<file path="config.mk">
export PLATFORM = sky130hd
export DESIGN_NAME = ea_operand_unit
export DESIGN_NICKNAME = d
export VERILOG_FILES = /design/src/rtl/ea_pkg.sv /design/src/rtl/ea_rst_sync.sv /design/src/rtl/ea_regfile.sv /design/src/rtl/ea_addr_gen.sv /design/src/rtl/ea_operand_unit.sv
export SDC_FILE = /design/constraint.sdc
export NUM_CORES = 1
export LEC_CHECK = 0
export BUFFER_PORTS_ARGS = -buffer_cell sky130_fd_sc_hd__clkbuf_2
export CORE_MARGIN = 5
export CORE_UTILIZATION = 43
export DETAILED_ROUTE_END_ITERATION = 6
export PLACE_DENSITY_LB_ADDON = 0.2
export SYNTH_ARGS = -nofsm -noshare
export SYNTH_HDL_FRONTEND = slang
export SYNTH_SLANG_ARGS = --single-unit
</file>
<file path="constraint.sdc">
create_clock -name clk -period 18.1 [get_ports clk]
set_input_delay 3.62 -clock clk [delete_from_list [all_inputs] [get_ports clk]]
set_output_delay 3.62 -clock clk [all_outputs]
set_load 0.005 [all_outputs]
</file>
<file path="src/rtl/ea_pkg.sv">
package ea_pkg;
  typedef enum logic [3:0] {
    AM_REG     = 4'd0,
    AM_IMM     = 4'd1,
    AM_DISP    = 4'd2,
    AM_RIND    = 4'd3,
    AM_INDEX   = 4'd4,
    AM_ABS     = 4'd5,
    AM_MIND    = 4'd6,
    AM_POSTINC = 4'd7,
    AM_PREDEC  = 4'd8,
    AM_SCALED  = 4'd9
  } amode_t;

  typedef enum logic [2:0] {
    SQ_IDLE,
    SQ_REQ1,
    SQ_RET1,
    SQ_REQ2,
    SQ_RET2
  } seq_t;
endpackage

</file>
<file path="src/rtl/ea_rst_sync.sv">
module ea_rst_sync (
  input  logic clk,
  input  logic rst_n,
  output logic rst_ns
);
  logic s1_q, s2_q;

  always_ff @(posedge clk or negedge rst_n) begin
    if (!rst_n) begin
      s1_q <= 1'b0;
      s2_q <= 1'b0;
    end else begin
      s1_q <= 1'b1;
      s2_q <= s1_q;
    end
  end

  assign rst_ns = s2_q;
endmodule

</file>
<file path="src/rtl/ea_regfile.sv">
module ea_regfile #(
  parameter int DW   = 32,
  parameter int NREG = 8,
  localparam int RW  = $clog2(NREG)
) (
  input  logic          clk,
  input  logic          rst_n,
  input  logic          we,
  input  logic [RW-1:0] waddr,
  input  logic [DW-1:0] wdata,
  input  logic [RW-1:0] addr_a,
  output logic [DW-1:0] data_a,
  input  logic [RW-1:0] addr_b,
  output logic [DW-1:0] data_b,
  input  logic [RW-1:0] addr_c,
  output logic [DW-1:0] data_c
);
  logic [DW-1:0] regs [NREG];

  for (genvar g = 0; g < NREG; g++) begin : g_reg
    logic          hit;
    logic [DW-1:0] q;
    assign hit = we && (waddr == RW'(g));
    always_ff @(posedge clk or negedge rst_n) begin
      if (!rst_n)   q <= '0;
      else if (hit) q <= wdata;
    end
    assign regs[g] = q;
  end

  assign data_a = regs[addr_a];
  assign data_b = regs[addr_b];
  assign data_c = regs[addr_c];
endmodule

</file>
<file path="src/rtl/ea_addr_gen.sv">
module ea_addr_gen
  import ea_pkg::*;
#(
  parameter int DW = 32,
  parameter int LW = 16
) (
  input  amode_t        md,
  input  logic [DW-1:0] base,
  input  logic [DW-1:0] index,
  input  logic [LW-1:0] lit,
  input  logic [1:0]    esize,
  output logic [DW-1:0] sext_lit,
  output logic [DW-1:0] ea,
  output logic [DW-1:0] base_new,
  output logic          mem_op,
  output logic          auto_op,
  output logic          bad
);
  logic [DW-1:0] step;
  logic [DW-1:0] scaled_ndx;

  assign step       = DW'(1) << esize;
  assign scaled_ndx = index << esize;
  assign sext_lit   = {{(DW-LW){lit[LW-1]}}, lit};

  always_comb begin
    ea       = base;
    base_new = base;
    mem_op   = 1'b1;
    auto_op  = 1'b0;
    bad      = 1'b0;
    case (md)
      AM_REG, AM_IMM: mem_op = 1'b0;
      AM_DISP:        ea = sext_lit + base;
      AM_RIND:        ea = base;
      AM_INDEX:       ea = base + index;
      AM_ABS:         ea = {{(DW-LW){1'b0}}, lit};
      AM_MIND:        ea = base;
      AM_POSTINC: begin
        ea       = base;
        base_new = base + step;
        auto_op  = 1'b1;
      end
      AM_PREDEC: begin
        base_new = base - step;
        ea       = base - step;
        auto_op  = 1'b1;
      end
      AM_SCALED:      ea = sext_lit + base + scaled_ndx;
      default: begin
        mem_op = 1'b0;
        bad    = 1'b1;
      end
    endcase
  end
endmodule

</file>
<file path="src/rtl/ea_operand_unit.sv">
module ea_operand_unit
  import ea_pkg::*;
#(
  parameter int DW   = 32,
  parameter int NREG = 8,
  parameter int LW   = 16
) (
  input  logic                    clk,
  input  logic                    rst_n,
  input  logic                    issue,
  input  logic [3:0]              mode,
  input  logic [$clog2(NREG)-1:0] rd_idx,
  input  logic [$clog2(NREG)-1:0] src_idx,
  input  logic [$clog2(NREG)-1:0] ndx_idx,
  input  logic [LW-1:0]           lit,
  input  logic [1:0]              esize,
  output logic                    mem_rd_en,
  output logic [DW-1:0]           mem_addr,
  input  logic [DW-1:0]           mem_rdata,
  output logic                    wr_en,
  output logic [$clog2(NREG)-1:0] wr_idx,
  output logic [DW-1:0]           wr_data,
  output logic                    done,
  output logic                    err
);
  localparam int RW = $clog2(NREG);

  logic rst_ns;
  ea_rst_sync u_rst (.clk(clk), .rst_n(rst_n), .rst_ns(rst_ns));

  seq_t          state_q, state_d;
  logic [RW-1:0] rd_q, rd_d;
  logic          mind_q, mind_d;
  logic [DW-1:0] addr_q, addr_d;
  logic          ren_q, ren_d;
  logic          done_q, done_d;
  logic          err_q, err_d;
  logic          busy;

  logic [DW-1:0] rf_a, rf_b, rf_c;
  logic [RW-1:0] rf_c_sel;
  logic          we;
  logic [RW-1:0] widx;
  logic [DW-1:0] wdat;

  amode_t        md;
  logic [DW-1:0] sext_lit, ea, base_new;
  logic          mem_op, auto_op, bad;

  assign md       = amode_t'(mode);
  assign busy     = (state_q != SQ_IDLE);
  assign rf_c_sel = busy ? rd_q : rd_idx;

  ea_regfile #(.DW(DW), .NREG(NREG)) u_rf (
    .clk(clk), .rst_n(rst_ns),
    .we(we), .waddr(widx), .wdata(wdat),
    .addr_a(src_idx), .data_a(rf_a),
    .addr_b(ndx_idx), .data_b(rf_b),
    .addr_c(rf_c_sel), .data_c(rf_c)
  );

  ea_addr_gen #(.DW(DW), .LW(LW)) u_ag (
    .md(md), .base(rf_a), .index(rf_b), .lit(lit), .esize(esize),
    .sext_lit(sext_lit), .ea(ea), .base_new(base_new),
    .mem_op(mem_op), .auto_op(auto_op), .bad(bad)
  );

  // next-state and write-port selection
  always_comb begin
    state_d = state_q;
    rd_d    = rd_q;
    mind_d  = mind_q;
    addr_d  = addr_q;
    ren_d   = 1'b0;
    done_d  = 1'b0;
    err_d   = 1'b0;
    we      = 1'b0;
    widx    = rd_q;
    wdat    = rf_c + mem_rdata;
    case (state_q)
      SQ_IDLE: begin
        if (issue) begin
          if (bad) begin
            err_d = 1'b1;
          end else if (!mem_op) begin
            we     = 1'b1;
            widx   = rd_idx;
            wdat   = rf_c + ((md == AM_REG) ? rf_a : sext_lit);
            done_d = 1'b1;
          end else begin
            addr_d  = ea;
            ren_d   = 1'b1;
            rd_d    = rd_idx;
            mind_d  = (md == AM_MIND);
            state_d = SQ_REQ1;
            if (auto_op && (src_idx != rd_idx)) begin
              we   = 1'b1;
              widx = src_idx;
              wdat = base_new;
            end
          end
        end
      end
      SQ_REQ1: state_d = SQ_RET1;
      SQ_RET1: begin
        if (mind_q) begin
          addr_d  = mem_rdata;
          ren_d   = 1'b1;
          state_d = SQ_REQ2;
        end else begin
          we      = 1'b1;
          done_d  = 1'b1;
          state_d = SQ_IDLE;
        end
      end
      SQ_REQ2: state_d = SQ_RET2;
      SQ_RET2: begin
        we      = 1'b1;
        done_d  = 1'b1;
        state_d = SQ_IDLE;
      end
      default: state_d = SQ_IDLE;
    endcase
  end

  logic ld_ctx;
  assign ld_ctx = (state_q == SQ_IDLE) && issue && mem_op;

  always_ff @(posedge clk or negedge rst_ns) begin
    if (!rst_ns) begin
      state_q <= SQ_IDLE;
      rd_q    <= '0;
      mind_q  <= 1'b0;
      addr_q  <= '0;
      ren_q   <= 1'b0;
      done_q  <= 1'b0;
      err_q   <= 1'b0;
    end else begin
      state_q <= state_d;
      ren_q   <= ren_d;
      done_q  <= done_d;
      err_q   <= err_d;
      if (ld_ctx) begin
        rd_q   <= rd_d;
        mind_q <= mind_d;
      end
      if (ren_d) addr_q <= addr_d;
    end
  end

  assign mem_rd_en = ren_q;
  assign mem_addr  = addr_q;
  assign wr_en     = we;
  assign wr_idx    = widx;
  assign wr_data   = wdat;
  assign done      = done_q;
  assign err       = err_q;
endmodule

</file>
==> results of run 1 <==
[sequential cells by signal (all words and copies together), names as in the netlist]
name and count:
u_rf.g.q 256, mem_addr 32, rd_q 3, state_q 3
done 1, err 1, mem_rd_en 1, mind_q 1
u_rst.rst_ns 1, u_rst.s1_q 1
[stage by stage]
stage	utilization (%)	hold WS, ps	std cells	worst slack, ps
floorplan	-	331.2	3443	6407
global placement	45.31	317.6	4369	4854
detailed placement	45.31	321.7	4369	4787
CTS	47.42	329.8	4439	4763
global route	47.42	352.2	4439	4315
finish	47.43	295.8	4441	4762
[kinds of logic after synthesis]
| group | count (synthesis) | share of synthesized area [%] |
|---|---|---|
| compound gates | 868 | 18.83 |
| xor+xnor | 176 | 5.147 |
| fa+ha+maj | 171 | 7.246 |
| buf+inv | 296 | 4.248 |
| flops | 300 | 24.84 |
| mux | 474 | 22.00 |
| other cells | 1 | 0.01241 |
| simple gates | 1157 | 17.66 |
[routing by layer]
metal | GRT usage, % | share of wire (%) | routed length, µm
met1 | 41.79 | 43 | 48830
met2 | 43.40 | 43 | 48210
met3 | 6.541 | 11 | 11850
met4 | 8.612 | 3.2 | 3608
met5 | 0 | 0.012 | 13
[final cells by class]
cell class	count	area, µm²	area share [%]
antenna	2	5.005	0.01510
clock inverter	26	450.4	1.359
clock buffer	44	1023	3.087
timing repair buffer	195	1131	3.412
inverter	87	326.6	0.9850
multi-input combinational	2847	21530	64.94
sequential	300	7511	22.65
tap	940	1176	3.547
[worst max path at each step]
stage	cells past startpoint	startpoint	endpoint
2_1_floorplan	20	src_idx[1]	wr_data[25]
3_3_place_gp	18	src_idx[0]	wr_data[28]
3_5_place_dp	18	src_idx[0]	wr_data[28]
4_1_cts	18	src_idx[0]	wr_data[28]
5_1_grt	18	src_idx[0]	wr_data[28]
6_report	18	rd_idx[0]	wr_data[26]
[cell usage in the layout, fill, tap and decap left out, types with 30 or more instances in the layout]
master / instances
a21o_1: 62
clkbuf_2: 132
mux2_2: 236
mux4_2: 114
nor3_1: 55
a31oi_1: 30
a21oi_1: 237
nor2_1: 199
nand2_1: 483
mux2i_1: 100
clkbuf_16: 38
xnor2_1: 116
nand3_1: 206
ha_1: 163
a211oi_1: 39
buf_4: 62
o21ai_0: 198
dfrtp_1: 299
xor2_1: 59
inv_1: 84
==> reports/qor.txt, run 1 <==
Max Slew Vio Count: 0
DRC: 1
post-CTS sizing: 0
nets@finish: 3705
Worst-Skew Late Latency: 600 ps
Rel. slew slack: 17.82%
site row count: 97
Final HPWL DP: 82.24 mm
FF+latch count, synth: 300
Worst Path Required: 14480 ps
Fin Setup TNS: 0 ps
initial drt markers: 2994
CP Class: input pin to primary output
Congestion Overflow GR: 0
Design Area, Final: 33150 µm²
die area: 75670 µm²
most used cell, CP: o21ai_0
Setup Viol. Count Final: 0
initial antenna violation count: 2
Post-synth EDFFs: 0
Synth top cells by count: 484 x nand2_1, 300 x dfrtp_1, 238 x a21oi_1
Cell variety after synth: 107
reg2reg path depth: 23
status: complete, but fails checks
worst r2r src: u_rf.g_reg[3].q[1]
Seq/Total Area, Yosys: 24.84%
ys async rst share: 100.0%
DRT Pass-1 Iters: 7
vias per inst: 6.399
chip height: 275.1 µm
r2r endpoint: mem_addr[26]
failing checks: design-rule violations
GRT Overall Usage: 28.93%
count leader, synth: nand2_1
crit start category: input pin
Die W: 275.1 µm
# H-tree levels: 2
Critical Path Sink Type: primary output
routed via count: 28420
Max Buffers Root-to-Sink: 3
starting density of the core: 43.22%
syn nets: 3679
vias in the first global route: 26700
fmax: 0.07497 GHz
Num CTS Buffers: 38
RSZ-0062 raised after global routing: false
leading area contributor after synthesis: dfrtp_1
Core Region: 69910 µm²
Antenna Nets Post-Route: 0
worst-path cell chain: clkbuf_2, nor4b_1, or2_2, buf_4, nand3_1, nand3_1, o21ai_0, ha_1, fa_1, a211oi_1, o21ai_0, a21oi_1, o21ai_0, a221o_1, a221o_1, xnor2_1, a221oi_2, clkbuf_2
Post-Route Skew: 38.75 ps
Worst Tran Pin Value: 1233 ps
TritonCTS clock tree: done
worst hold path class: register to async pin
top cell type's share of synthesized area: 24.84%
Area growth syn-to-layout: 9.723%
Top delay family on crit path: compound AO/OA/AOI/OAI gates
CP Data Arrival Time: 9720 ps
FILL cells: 6797
largest net degree at the start of global routing: 87
Routed WL: 112.5 mm
clk sink count: 300
Hold Violations, Final: 0
# Post-CTS Setup Buffers: 0
first-pass GRT wire length: 168.5 mm
R2R setup slack: 10660 ps
gpl congestion: 0.9689
CTS root buffer: clkbuf_16
clock-pin slew on the worst setup and hold paths: 60 ps
# port buffers: 136
Post-Syn Area: 30220 µm²
worst-path fanout max: 63
CP max stage cell: a221oi_2
ranking of synthesized cells by area: dfrtp_1 25%, mux2_2 8.8%, mux4_2 8.5%
layout cell share with drive strength beyond 1: 19.78%
count of hold-fix buffers inserted at cts: 0
I/O pins: 137
Ys Warns: 0
maxcap violations: 0
Syn Inst Count: 3443
Top FF cell, synth: dfrtp_1
Max stage delay on crit path: 780 ps
Placement Cell Area: 31680 µm²
Final min period: 13340 ps
Buf+Inv Stages, Crit Path: 3
WL/cell: 25.34 µm
Final Cycle Share: 73.69%
Syn Area/Cell: 8.776 µm²
Power of run 1 is left out: the tool's default activity adds up to more than one toggle a clock period on the data nets, which glitch-free logic cannot reach.
==> run 2, diff against run 1 <==
- clock period: 18.1 -> 13.9 ns (I/O delays scaled with it)
==> reports/qor.txt, run 2 (synthesized netlist as in run 1, its figures left out) <==
count of hold-fix buffers inserted at cts: 0
worst-path fanout max: 72
site row count: 97
layout cell share with drive strength beyond 1: 19.54%
GR Util met1: 41.91%
nets@finish: 3704
Critical Path Sink Type: primary output
Rel. slew slack: 23.68%
vias in the first global route: 27020
gr busiest metal: met2
CTS root buffer: clkbuf_16
met3 usage: 6.803%
post-CTS sizing: 0
DRC: 0
crit start category: input pin
Placement Cell Area: 31670 µm²
Non-Filler Instances: 4437
maxcap violations: 0
routed via count: 28520
CP Class: input pin to primary output
most frequent cells in the layout: 483 x nand2_1, 299 x dfrtp_1, 237 x a21oi_1
met2 Use GR: 43.62%
Post-Route Skew: 29.72 ps
Design Area, Final: 32960 µm²
Worst Path Required: 11120 ps
WL/cell: 25.55 µm
initial drt markers: 3076
# H-tree levels: 2
most common cell after layout, fill and taps aside: nand2_1
Final min period: 11500 ps
initial antenna violation count: 2
Setup Viol. Count Final: 0
Hold Violations, Final: 0
Final HPWL DP: 82.75 mm
I/O pins: 137
TritonCTS clock tree: done
Inst Count DP: 4368
Die W: 275.1 µm
CP Data Arrival Time: 8720 ps
Worst-Skew Late Latency: 590 ps
Antenna Nets Post-Route: 0
worst hold path class: register to register
Top reg by flops: u_rf.g.q
chip height: 275.1 µm
largest net degree at the start of global routing: 75
clk sink count: 300
starting density of the core: 43.22%
Congestion Overflow GR: 0
Area growth syn-to-layout: 9.077%
# port buffers: 136
first-pass GRT wire length: 170.2 mm
max FFs per register: 256
Max Slew Vio Count: 0
Max Buffers Root-to-Sink: 3
fmax: 0.08696 GHz
gpl congestion: 0.9441
Final Cycle Share: 82.73%
Routed WL: 113.4 mm
Num CTS Buffers: 38
RSZ-0062 raised after global routing: false
die area: 75670 µm²
DRT Pass-1 Iters: 6
Worst Tran Pin Value: 1144 ps
# Post-CTS Setup Buffers: 0
vias per inst: 6.427
GRT Overall Usage: 29.16%
Fin Setup TNS: 0 ps
status: completed
clock-pin slew on the worst setup and hold paths: 60 ps
Core Region: 69910 µm²
-- run 2: changes by cell type in the layout (fill, tap and decap cells not counted) --
cell	change
buf_4	-1
bufinv_16	-8
clkbuf_1	+6
clkbuf_8	+6
clkinv_4	-1
clkinvlp_4	-4
diode_2	-1
inv_8	-1
-- run 2: path summary, 6_finish.rpt --
check                                         from                 end  slack (ps)  cells after the start
worst min-delay path                    u_rst.s1_q        u_rst.rst_ns         350                      0
worst min register to register          u_rst.s1_q        u_rst.rst_ns         350                      0
worst max-delay path                     rd_idx[1]         wr_data[26]        2400                     18
worst max register to register  u_rf.g_reg[0].q[1]        mem_addr[29]        6690                     21
max in group asynchronous             u_rst.rst_ns        mem_addr[24]       11260                      2
min in group asynchronous             u_rst.rst_ns  u_rf.g_reg[5].q[3]         370                      0
-- run 2: layout make-up --
type | instances | area, µm²
timing repair buffer | 194 | 1124
clock buffer | 56 | 1129
clock inverter | 12 | 160.2
inverter | 87 | 326.6
sequential | 300 | 7511
tap | 940 | 1176
antenna | 1 | 2.502
multi-input combinational | 2847 | 21530
fill | 6812 | 36950
-- run 2: layer usage --
metal	vias to the layer above	wire length (µm)
li1	12890	-
met1	14000	48210
met2	1422	48620
met3	199	12530
met4	2	3989
met5	-	12
-- run 2: critical path, stage by stage --
cell	delay, ps
clkbuf_2	120
or4b_1	560
nand2_4	510
buf_4	730
nand2_1	120
nand3_1	110
nand2_1	50
o21ai_0	530
ha_1	410
and3_1	200
a31oi_1	230
o21a_1	190
o21ai_0	120
a221o_1	450
a221o_1	390
xnor2_1	160
a221oi_2	790
clkbuf_2	240
-- run 2: through the flow --
step / setup slack [ps] / util, % / hold WS [ps]
CTS: 2524 / 47.14 / 350.3
finish: 2401 / 47.15 / 348.2
global route: 2100 / 47.14 / 372.8
global placement: 2633 / 45.30 / 335.4
floorplan: 3887 / - / 331.2
detailed placement: 2528 / 45.30 / 335.5
Power of run 2 is left out for the same reason.
